`src/rtl/rsq_pkg.sv`:
```
package rsq_pkg;
    localparam int RSQ_TS_W   = 10;
    localparam int RSQ_SLOT_W = 3;
    localparam int RSQ_DEPTH  = 16;
    localparam int RSQ_PAY_W  = 16;

    // what an accepted cell does to its wheel slot
    typedef enum logic [1:0] {
        INS_NONE   = 2'd0,
        INS_OPEN   = 2'd1,
        INS_APPEND = 2'd2
    } ins_kind_e;
endpackage

```
`src/rtl/rsq_freelist.sv`:
```
module rsq_freelist #(
    parameter int DEPTH = 16,
    parameter int IDX_W = $clog2(DEPTH),
    parameter int CNT_W = $clog2(DEPTH + 1)
) (
    input  logic             clk,
    input  logic             rst_n,
    input  logic             pop_i,
    input  logic             push_i,
    input  logic [IDX_W-1:0] push_idx_i,
    output logic             avail_o,
    output logic [IDX_W-1:0] top_idx_o
);
    typedef struct packed {
        logic [DEPTH-1:0][IDX_W-1:0] stk;
        logic [CNT_W-1:0]            cnt;
    } fl_t;

    fl_t q, d;
    logic [IDX_W-1:0] sel_top;
    logic [IDX_W-1:0] sel_new;

    assign sel_top   = IDX_W'(q.cnt - 1'b1);
    assign sel_new   = IDX_W'(q.cnt);
    assign avail_o   = (q.cnt != '0);
    assign top_idx_o = q.stk[sel_top];

    always_comb begin
        d = q;
        case ({pop_i, push_i})
            2'b11: d.stk[sel_top] = push_idx_i;
            2'b10: d.cnt = q.cnt - 1'b1;
            2'b01: begin
                d.stk[sel_new] = push_idx_i;
                d.cnt          = q.cnt + 1'b1;
            end
            default: ;
        endcase
    end

    always_ff @(posedge clk) begin
        if (!rst_n) begin
            for (int i = 0; i < DEPTH; i++) q.stk[i] <= IDX_W'(i);
            q.cnt <= CNT_W'(DEPTH);
        end else begin
            q <= d;
        end
    end

    AST_FREE_NO_UNDERFLOW: assert property (@(posedge clk) disable iff (!rst_n)
        pop_i |-> q.cnt != '0);
    AST_FREE_NO_OVERFLOW: assert property (@(posedge clk) disable iff (!rst_n)
        (push_i && !pop_i) |-> q.cnt < CNT_W'(DEPTH));
endmodule

```
`src/rtl/rsq_wheel.sv`:
```
module rsq_wheel #(
    parameter int TS_W   = 10,
    parameter int SLOT_W = 3,
    parameter int IDX_W  = 4
) (
    input  logic             clk,
    input  logic             rst_n,
    input  logic [TS_W-1:0]  now_i,
    input  logic             ins_i,
    input  logic [TS_W-1:0]  ins_ts_i,
    input  logic [IDX_W-1:0] ins_idx_i,
    output logic             spl_vld_o,
    output logic [IDX_W-1:0] spl_head_o,
    output logic [IDX_W-1:0] spl_tail_o,
    output logic             lnk_we_o,
    output logic [IDX_W-1:0] lnk_addr_o
);
    import rsq_pkg::*;

    localparam int T = 1 << SLOT_W;
    localparam logic [TS_W-1:0] T_TS = TS_W'(T);

    typedef struct packed {
        logic [T-1:0]            vld;
        logic [T-1:0][IDX_W-1:0] head;
        logic [T-1:0][IDX_W-1:0] tail;
    } wh_t;

    wh_t q, d;
    logic [SLOT_W-1:0] dsl;
    logic [SLOT_W-1:0] isl;
    logic              hit;
    ins_kind_e         kind;
    logic [TS_W-1:0]   ins_age;

    // the slot whose cells reach age T on the next edge
    assign dsl     = now_i[SLOT_W-1:0] + 1'b1;
    assign isl     = ins_ts_i[SLOT_W-1:0];
    assign hit     = ins_i && (isl == dsl);
    assign ins_age = now_i - ins_ts_i;

    always_comb begin
        if (!ins_i)          kind = INS_NONE;
        else if (q.vld[isl]) kind = INS_APPEND;
        else                 kind = INS_OPEN;
    end

    assign lnk_we_o   = (kind == INS_APPEND);
    assign lnk_addr_o = q.tail[isl];
    assign spl_vld_o  = q.vld[dsl] || hit;
    assign spl_head_o = q.vld[dsl] ? q.head[dsl] : ins_idx_i;
    assign spl_tail_o = hit ? ins_idx_i : q.tail[dsl];

    always_comb begin
        d = q;
        if (ins_i && !hit) begin
            if (kind == INS_APPEND) begin
                d.tail[isl] = ins_idx_i;
            end else begin
                d.vld[isl]  = 1'b1;
                d.head[isl] = ins_idx_i;
                d.tail[isl] = ins_idx_i;
            end
        end
        d.vld[dsl] = 1'b0;
    end

    always_ff @(posedge clk) begin
        if (!rst_n) q <= '0;
        else        q <= d;
    end

    AST_WHEEL_INS_IN_WINDOW: assert property (@(posedge clk) disable iff (!rst_n)
        ins_i |-> ins_age < T_TS);
    AST_WHEEL_DRAIN_EMPTIES: assert property (@(posedge clk) disable iff (!rst_n)
        spl_vld_o |=> !q.vld[$past(dsl)]);
endmodule

```
`src/rtl/cell_reseq.sv`:
```
module cell_reseq #(
    parameter int TS_W   = rsq_pkg::RSQ_TS_W,
    parameter int SLOT_W = rsq_pkg::RSQ_SLOT_W,
    parameter int DEPTH  = rsq_pkg::RSQ_DEPTH,
    parameter int PAY_W  = rsq_pkg::RSQ_PAY_W
) (
    input  logic             clk,
    input  logic             rst_n,
    input  logic             in_valid,
    output logic             in_ready,
    input  logic [TS_W-1:0]  in_ts,
    input  logic [PAY_W-1:0] in_data,
    output logic             out_valid,
    input  logic             out_ready,
    output logic [TS_W-1:0]  out_ts,
    output logic [PAY_W-1:0] out_data,
    output logic             drop_o,
    output logic [TS_W-1:0]  time_o
);
    localparam int IDX_W = $clog2(DEPTH);
    localparam int T     = 1 << SLOT_W;
    localparam logic [TS_W-1:0] T_TS = TS_W'(T);
    localparam logic [TS_W-1:0] HALF = TS_W'(1) << (TS_W - 1);

    typedef struct packed {
        logic [TS_W-1:0]              now;
        logic [DEPTH-1:0][IDX_W-1:0]  nxt;
        logic [DEPTH-1:0][TS_W-1:0]   cts;
        logic [DEPTH-1:0][PAY_W-1:0]  pay;
        logic                         rvld;
        logic [IDX_W-1:0]             rhead;
        logic [IDX_W-1:0]             rtail;
    } top_t;

    top_t q, d;

    logic [TS_W-1:0]  age;
    logic             late;
    logic             fire_in;
    logic             keep;
    logic             pop;
    logic             last;
    logic             fl_avail;
    logic [IDX_W-1:0] fl_idx;
    logic             spl_vld;
    logic [IDX_W-1:0] spl_head;
    logic [IDX_W-1:0] spl_tail;
    logic             lnk_we;
    logic [IDX_W-1:0] lnk_addr;
    logic [TS_W-1:0]  out_age;

    assign age     = q.now - in_ts;
    assign late    = (age >= T_TS);
    assign fire_in = in_valid && fl_avail;
    assign keep    = fire_in && !late;
    assign pop     = q.rvld && out_ready;
    assign last    = pop && (q.rhead == q.rtail);

    assign in_ready  = fl_avail;
    assign drop_o    = fire_in && late;
    assign time_o    = q.now;
    assign out_valid = q.rvld;
    assign out_ts    = q.cts[q.rhead];
    assign out_data  = q.pay[q.rhead];
    assign out_age   = q.now - out_ts;

    rsq_freelist #(.DEPTH(DEPTH), .IDX_W(IDX_W)) u_free (
        .clk        (clk),
        .rst_n      (rst_n),
        .pop_i      (keep),
        .push_i     (pop),
        .push_idx_i (q.rhead),
        .avail_o    (fl_avail),
        .top_idx_o  (fl_idx)
    );

    rsq_wheel #(.TS_W(TS_W), .SLOT_W(SLOT_W), .IDX_W(IDX_W)) u_wheel (
        .clk        (clk),
        .rst_n      (rst_n),
        .now_i      (q.now),
        .ins_i      (keep),
        .ins_ts_i   (in_ts),
        .ins_idx_i  (fl_idx),
        .spl_vld_o  (spl_vld),
        .spl_head_o (spl_head),
        .spl_tail_o (spl_tail),
        .lnk_we_o   (lnk_we),
        .lnk_addr_o (lnk_addr)
    );

    always_comb begin
        d     = q;
        d.now = q.now + 1'b1;
        if (keep) begin
            d.cts[fl_idx] = in_ts;
            d.pay[fl_idx] = in_data;
        end
        if (lnk_we) d.nxt[lnk_addr] = fl_idx;
        if (spl_vld) begin
            if (q.rvld && !last) begin
                d.nxt[q.rtail] = spl_head;
                d.rtail        = spl_tail;
                if (pop) d.rhead = q.nxt[q.rhead];
            end else begin
                d.rvld  = 1'b1;
                d.rhead = spl_head;
                d.rtail = spl_tail;
            end
        end else if (pop) begin
            if (last) d.rvld  = 1'b0;
            else      d.rhead = q.nxt[q.rhead];
        end
    end

    always_ff @(posedge clk) begin
        if (!rst_n) q <= '0;
        else        q <= d;
    end

    AST_OUT_HOLD: assert property (@(posedge clk) disable iff (!rst_n)
        (out_valid && !out_ready) |=> out_valid && $stable(out_ts) && $stable(out_data));
    AST_NO_EARLY: assert property (@(posedge clk) disable iff (!rst_n)
        out_valid |-> out_age >= T_TS);
    AST_TS_ORDER: assert property (@(posedge clk) disable iff (!rst_n)
        (out_valid && out_ready) |=> !out_valid || ((out_ts - $past(out_ts)) < HALF));
    AST_DROP_NOT_STORED: assert property (@(posedge clk) disable iff (!rst_n)
        drop_o |=> $stable(in_ready) || $past(pop));
endmodule

```
`config.mk`:
```
export PLATFORM = sky130hd
export DESIGN_NAME = cell_reseq
export DESIGN_NICKNAME = d
export VERILOG_FILES = /design/src/rtl/rsq_pkg.sv /design/src/rtl/rsq_freelist.sv /design/src/rtl/rsq_wheel.sv /design/src/rtl/cell_reseq.sv
export SDC_FILE = /design/constraint.sdc
export NUM_CORES = 2
export LEC_CHECK = 0
export ABC_AREA = 1
export BUFFER_PORTS_ARGS = -buffer_cell sky130_fd_sc_hd__buf_2
export CAP_MARGIN = 20
export CORE_UTILIZATION = 39
export CTS_CLUSTER_DIAMETER = 100
export CTS_CLUSTER_SIZE = 25
export DETAILED_ROUTE_END_ITERATION = 10
export SYNTH_ARGS = -nofsm -noshare
export SYNTH_HDL_FRONTEND = slang
export SYNTH_SLANG_ARGS = --single-unit
```
`constraint.sdc`:
```
create_clock -name clk -period 3.45 [get_ports clk]
set_clock_uncertainty 0.1 [all_clocks]
set_input_delay 0.345 -clock clk [delete_from_list [all_inputs] [get_ports clk]]
set_output_delay 0.345 -clock clk [all_outputs]
set_load 0.01 [all_outputs]
```
==> reports/qor.yml <==
clock_sinks: 640
dpl-instance-area_mm2: 0.0331
vias: 29500
min_period_ns: 3.31
synth_seq_area_share_pct: 40.6
hold_viol: 0
cts.clk_slew.worst_paths_ns: 0.10
vdd_ir_drop_max_mv: 0.450
post_drt_wl_per_cell_um: 17.9
port_buffers: 68
synth-seq-cells: 640
dp_hpwl_mm: 61.0
clkLatencyLatePin_ns: 0.59
grt_pass1_wl_mm: 155
dp_slack_ns: -0.00829
ant_nets: 0
hold_path_class: "primary input to flop"
htreeDepth: 2
drc_errors: 0
cap_violations: 0
power.density_mw_per_mm2: 548
placed_cells: 5522
netlist_area_mm2: 0.0316
cts_buffer_depth: 3
cp.required_ns: 3.81
cp-start-kind: "flop"
setup_viol: 0
seqCellArea_mm2: 0.0128
synth_top_area_cell: "dfxtp_1"
die-area_mm2: 0.0821
fin_util_pct: 43.2
power.leakage_nw: 13.3
maxClockFrequency_ghz: 0.302
top_layer: "met5"
post_cts_hold_buffer_count: 0
finalMaxSlewViolations: 0
layout.nets: 4573
synth_top_area_share_pct: 40.6
synth_compound_area_share_pct: 26.5
relSlewSlack_pct: 25.5
synth_area_per_cell_um2: 6.81
arrival_ns: 3.67
synth-async-reset-ratio_pct: 0
synthFlopType: "dfxtp_1"
drt-met1-wl_mm: 46.0
grt.overflow.total: 0
routed_wl_mm: 99.7
synth_cell_types: 53
syn_nets: 4679
wl_met3_mm: 4.95
finalCritPeriodShare_pct: 96.0
dieHeight_um: 286
crit_fanout: 52
synth_edf_count: 0
die_x_um: 286
area_delta_synth_final_pct: 8.97
grt_usage_pct: 23.7
wl_met2_mm: 46.1
cts.root.buffer_cell: "clkbuf_16"
synth_cells: 4631
status: "completed"
synth_top_family_by_area: "compound AO/OA/AOI/OAI gates"
instances_no_fill: 5587
fin_area_mm2: 0.0344
vias_per_cell: 5.29
grt_max_degree: 146
synth_fa_ha_area_share_pct: 0.738
crit_type: "flop to flop"
fill_cells: 8313
core-area_mm2: 0.0795
firstDrtPassIters: 6
tightest_slew_ns: 1.12
synth-xor-area-share_pct: 0.226
synthTopCellsByArea: "dfxtp_1 (41%), a21oi_1 (12%), o21ai_0 (9.7%)"
cp-end-kind: "flop"
cts_tree: "yes"
ys_warn_count: 0
worst_slack_ns: 0.136
drtIter0Drc: 2322
rows: 103
grt_pass1_vias: 26200
drive_gt1_share_pct: 8.40
io_pins: 69
synth-simple-area-share_pct: 19.5
multiInputGateArea_mm2: 0.0149
cts_buffers: 34
antenna_found_initial: 10
place_congestion: 0.906
initial_core_util_pct: 39.7
synthMuxAreaShare_pct: 0
[through the flow]
step	hold slack, ns	TNS (ns)	total power [W]
global route	0.0747	-0.000347	0.0197
finish	0.0689	0	0.0188
floorplan	0.320	0	0.0116
CTS	0.0373	0	0.0188
detailed placement	0.331	-0.0324	0.0140
global placement	0.326	0	0.0140
[Yosys cell counts (all sizes together), types with 4 or more instances]
cell type and n:
a21oi 735, a31oi 4, buf 131, clkbuf 235, clkinv 4, dfxtp 640
ha 17, inv 623, nand2 536, nand3 289, nand4 116, nor2 401
nor3 8, o211ai 43, o21ai 787, o221ai 10, o22ai 22, o31ai 5
xnor2 5
[final cells by class]
type,instances,share of cell area [%]
Multi-Input combinational cell,2998,43.3
Sequential cell,640,37.3
Inverter,627,6.92
Timing Repair Buffer,223,5.56
Tap cell,1050,3.82
Clock buffer,35,2.49
Clock inverter,12,0.615
Timing Repair inverter,1,0.0218
Antenna cell,1,0.00728
[where the power goes]
group	switching, W	internal (W)	total [W]
Clock	0.00270	0.00210	0.00480
Combinational	0.00457	0.00184	0.00641
Sequential	0.000190	0.00745	0.00764
[registers in the layout, summed over array words and instances (netlist names)]
signal and flops:
q 488, u_free.q 69, time_o 10, u_wheel.q 72, out_valid 1
[critical path: stages, from the launching register on]
cell	delay [ns]
dfxtp_1	0.45
inv_1	0.17
ha_2	0.45
buf_4	0.29
nor2_1	0.08
o21ai_0	0.07
o21ai_0	0.13
nand2_1	0.15
nand4_4	0.20
buf_4	0.25
nor2_4	0.19
nand3_2	0.12
buf_12	0.22
o21ai_0	0.20
a21oi_1	0.05
[final timing paths]
check,start,to,slack (ns),cells after the start
setup / recovery,u_free.q[1],q[274],0.14,14
hold / removal,in_data[9],q[18],0.07,3
hold reg to reg,q[140],q[140],0.35,2
setup reg to reg,u_free.q[1],q[274],0.14,14
[timing repair]
action	CTS	global route
resized for setup	1	27
setup endpoints to repair	28	391
pin swaps	0	7
gates cloned	0	1
buffers inserted	0	15
[logic make-up (layout without fill, tap and decap cells)]
| kind of cell | Yosys count | after routing |
|---|---|---|
| adders and majority gates | 18 | 18 |
| buffers and inverters | 993 | 898 |
| AOI/OAI and AO/OA | 1618 | 1618 |
| xor gates and xnor gates | 6 | 6 |
| DFF | 640 | 640 |
| other | 0 | 1 |
| and+or+nand+nor | 1356 | 1356 |
[metal layers]
layer / global-route usage (%) / up-vias
met5: 0 / -
met4: 6.98 / 2
met3: 2.26 / 162
met2: 39.1 / 759
met1: 32.6 / 13500
li1: - / 15100
[layout by cell type, fill, tap and decap left out, types with 9 or more instances in the layout]
cell       instances
nand4_1          109
inv_2             14
ha_1              16
o211ai_1          43
dfxtp_1          636
o21ai_1          172
nand3_1          266
nor2_1           373
o221ai_1          10
buf_4            120
nor2_2             9
nand2_1          518
o21ai_0          611
buf_2             68
a21oi_1          734
inv_1            603
clkbuf_16         34
buf_12            31
nand2_2           16
o22ai_1           22
nor2_4            17
nand3_2           21
Note: power is estimated with default switching activity, not from simulation.
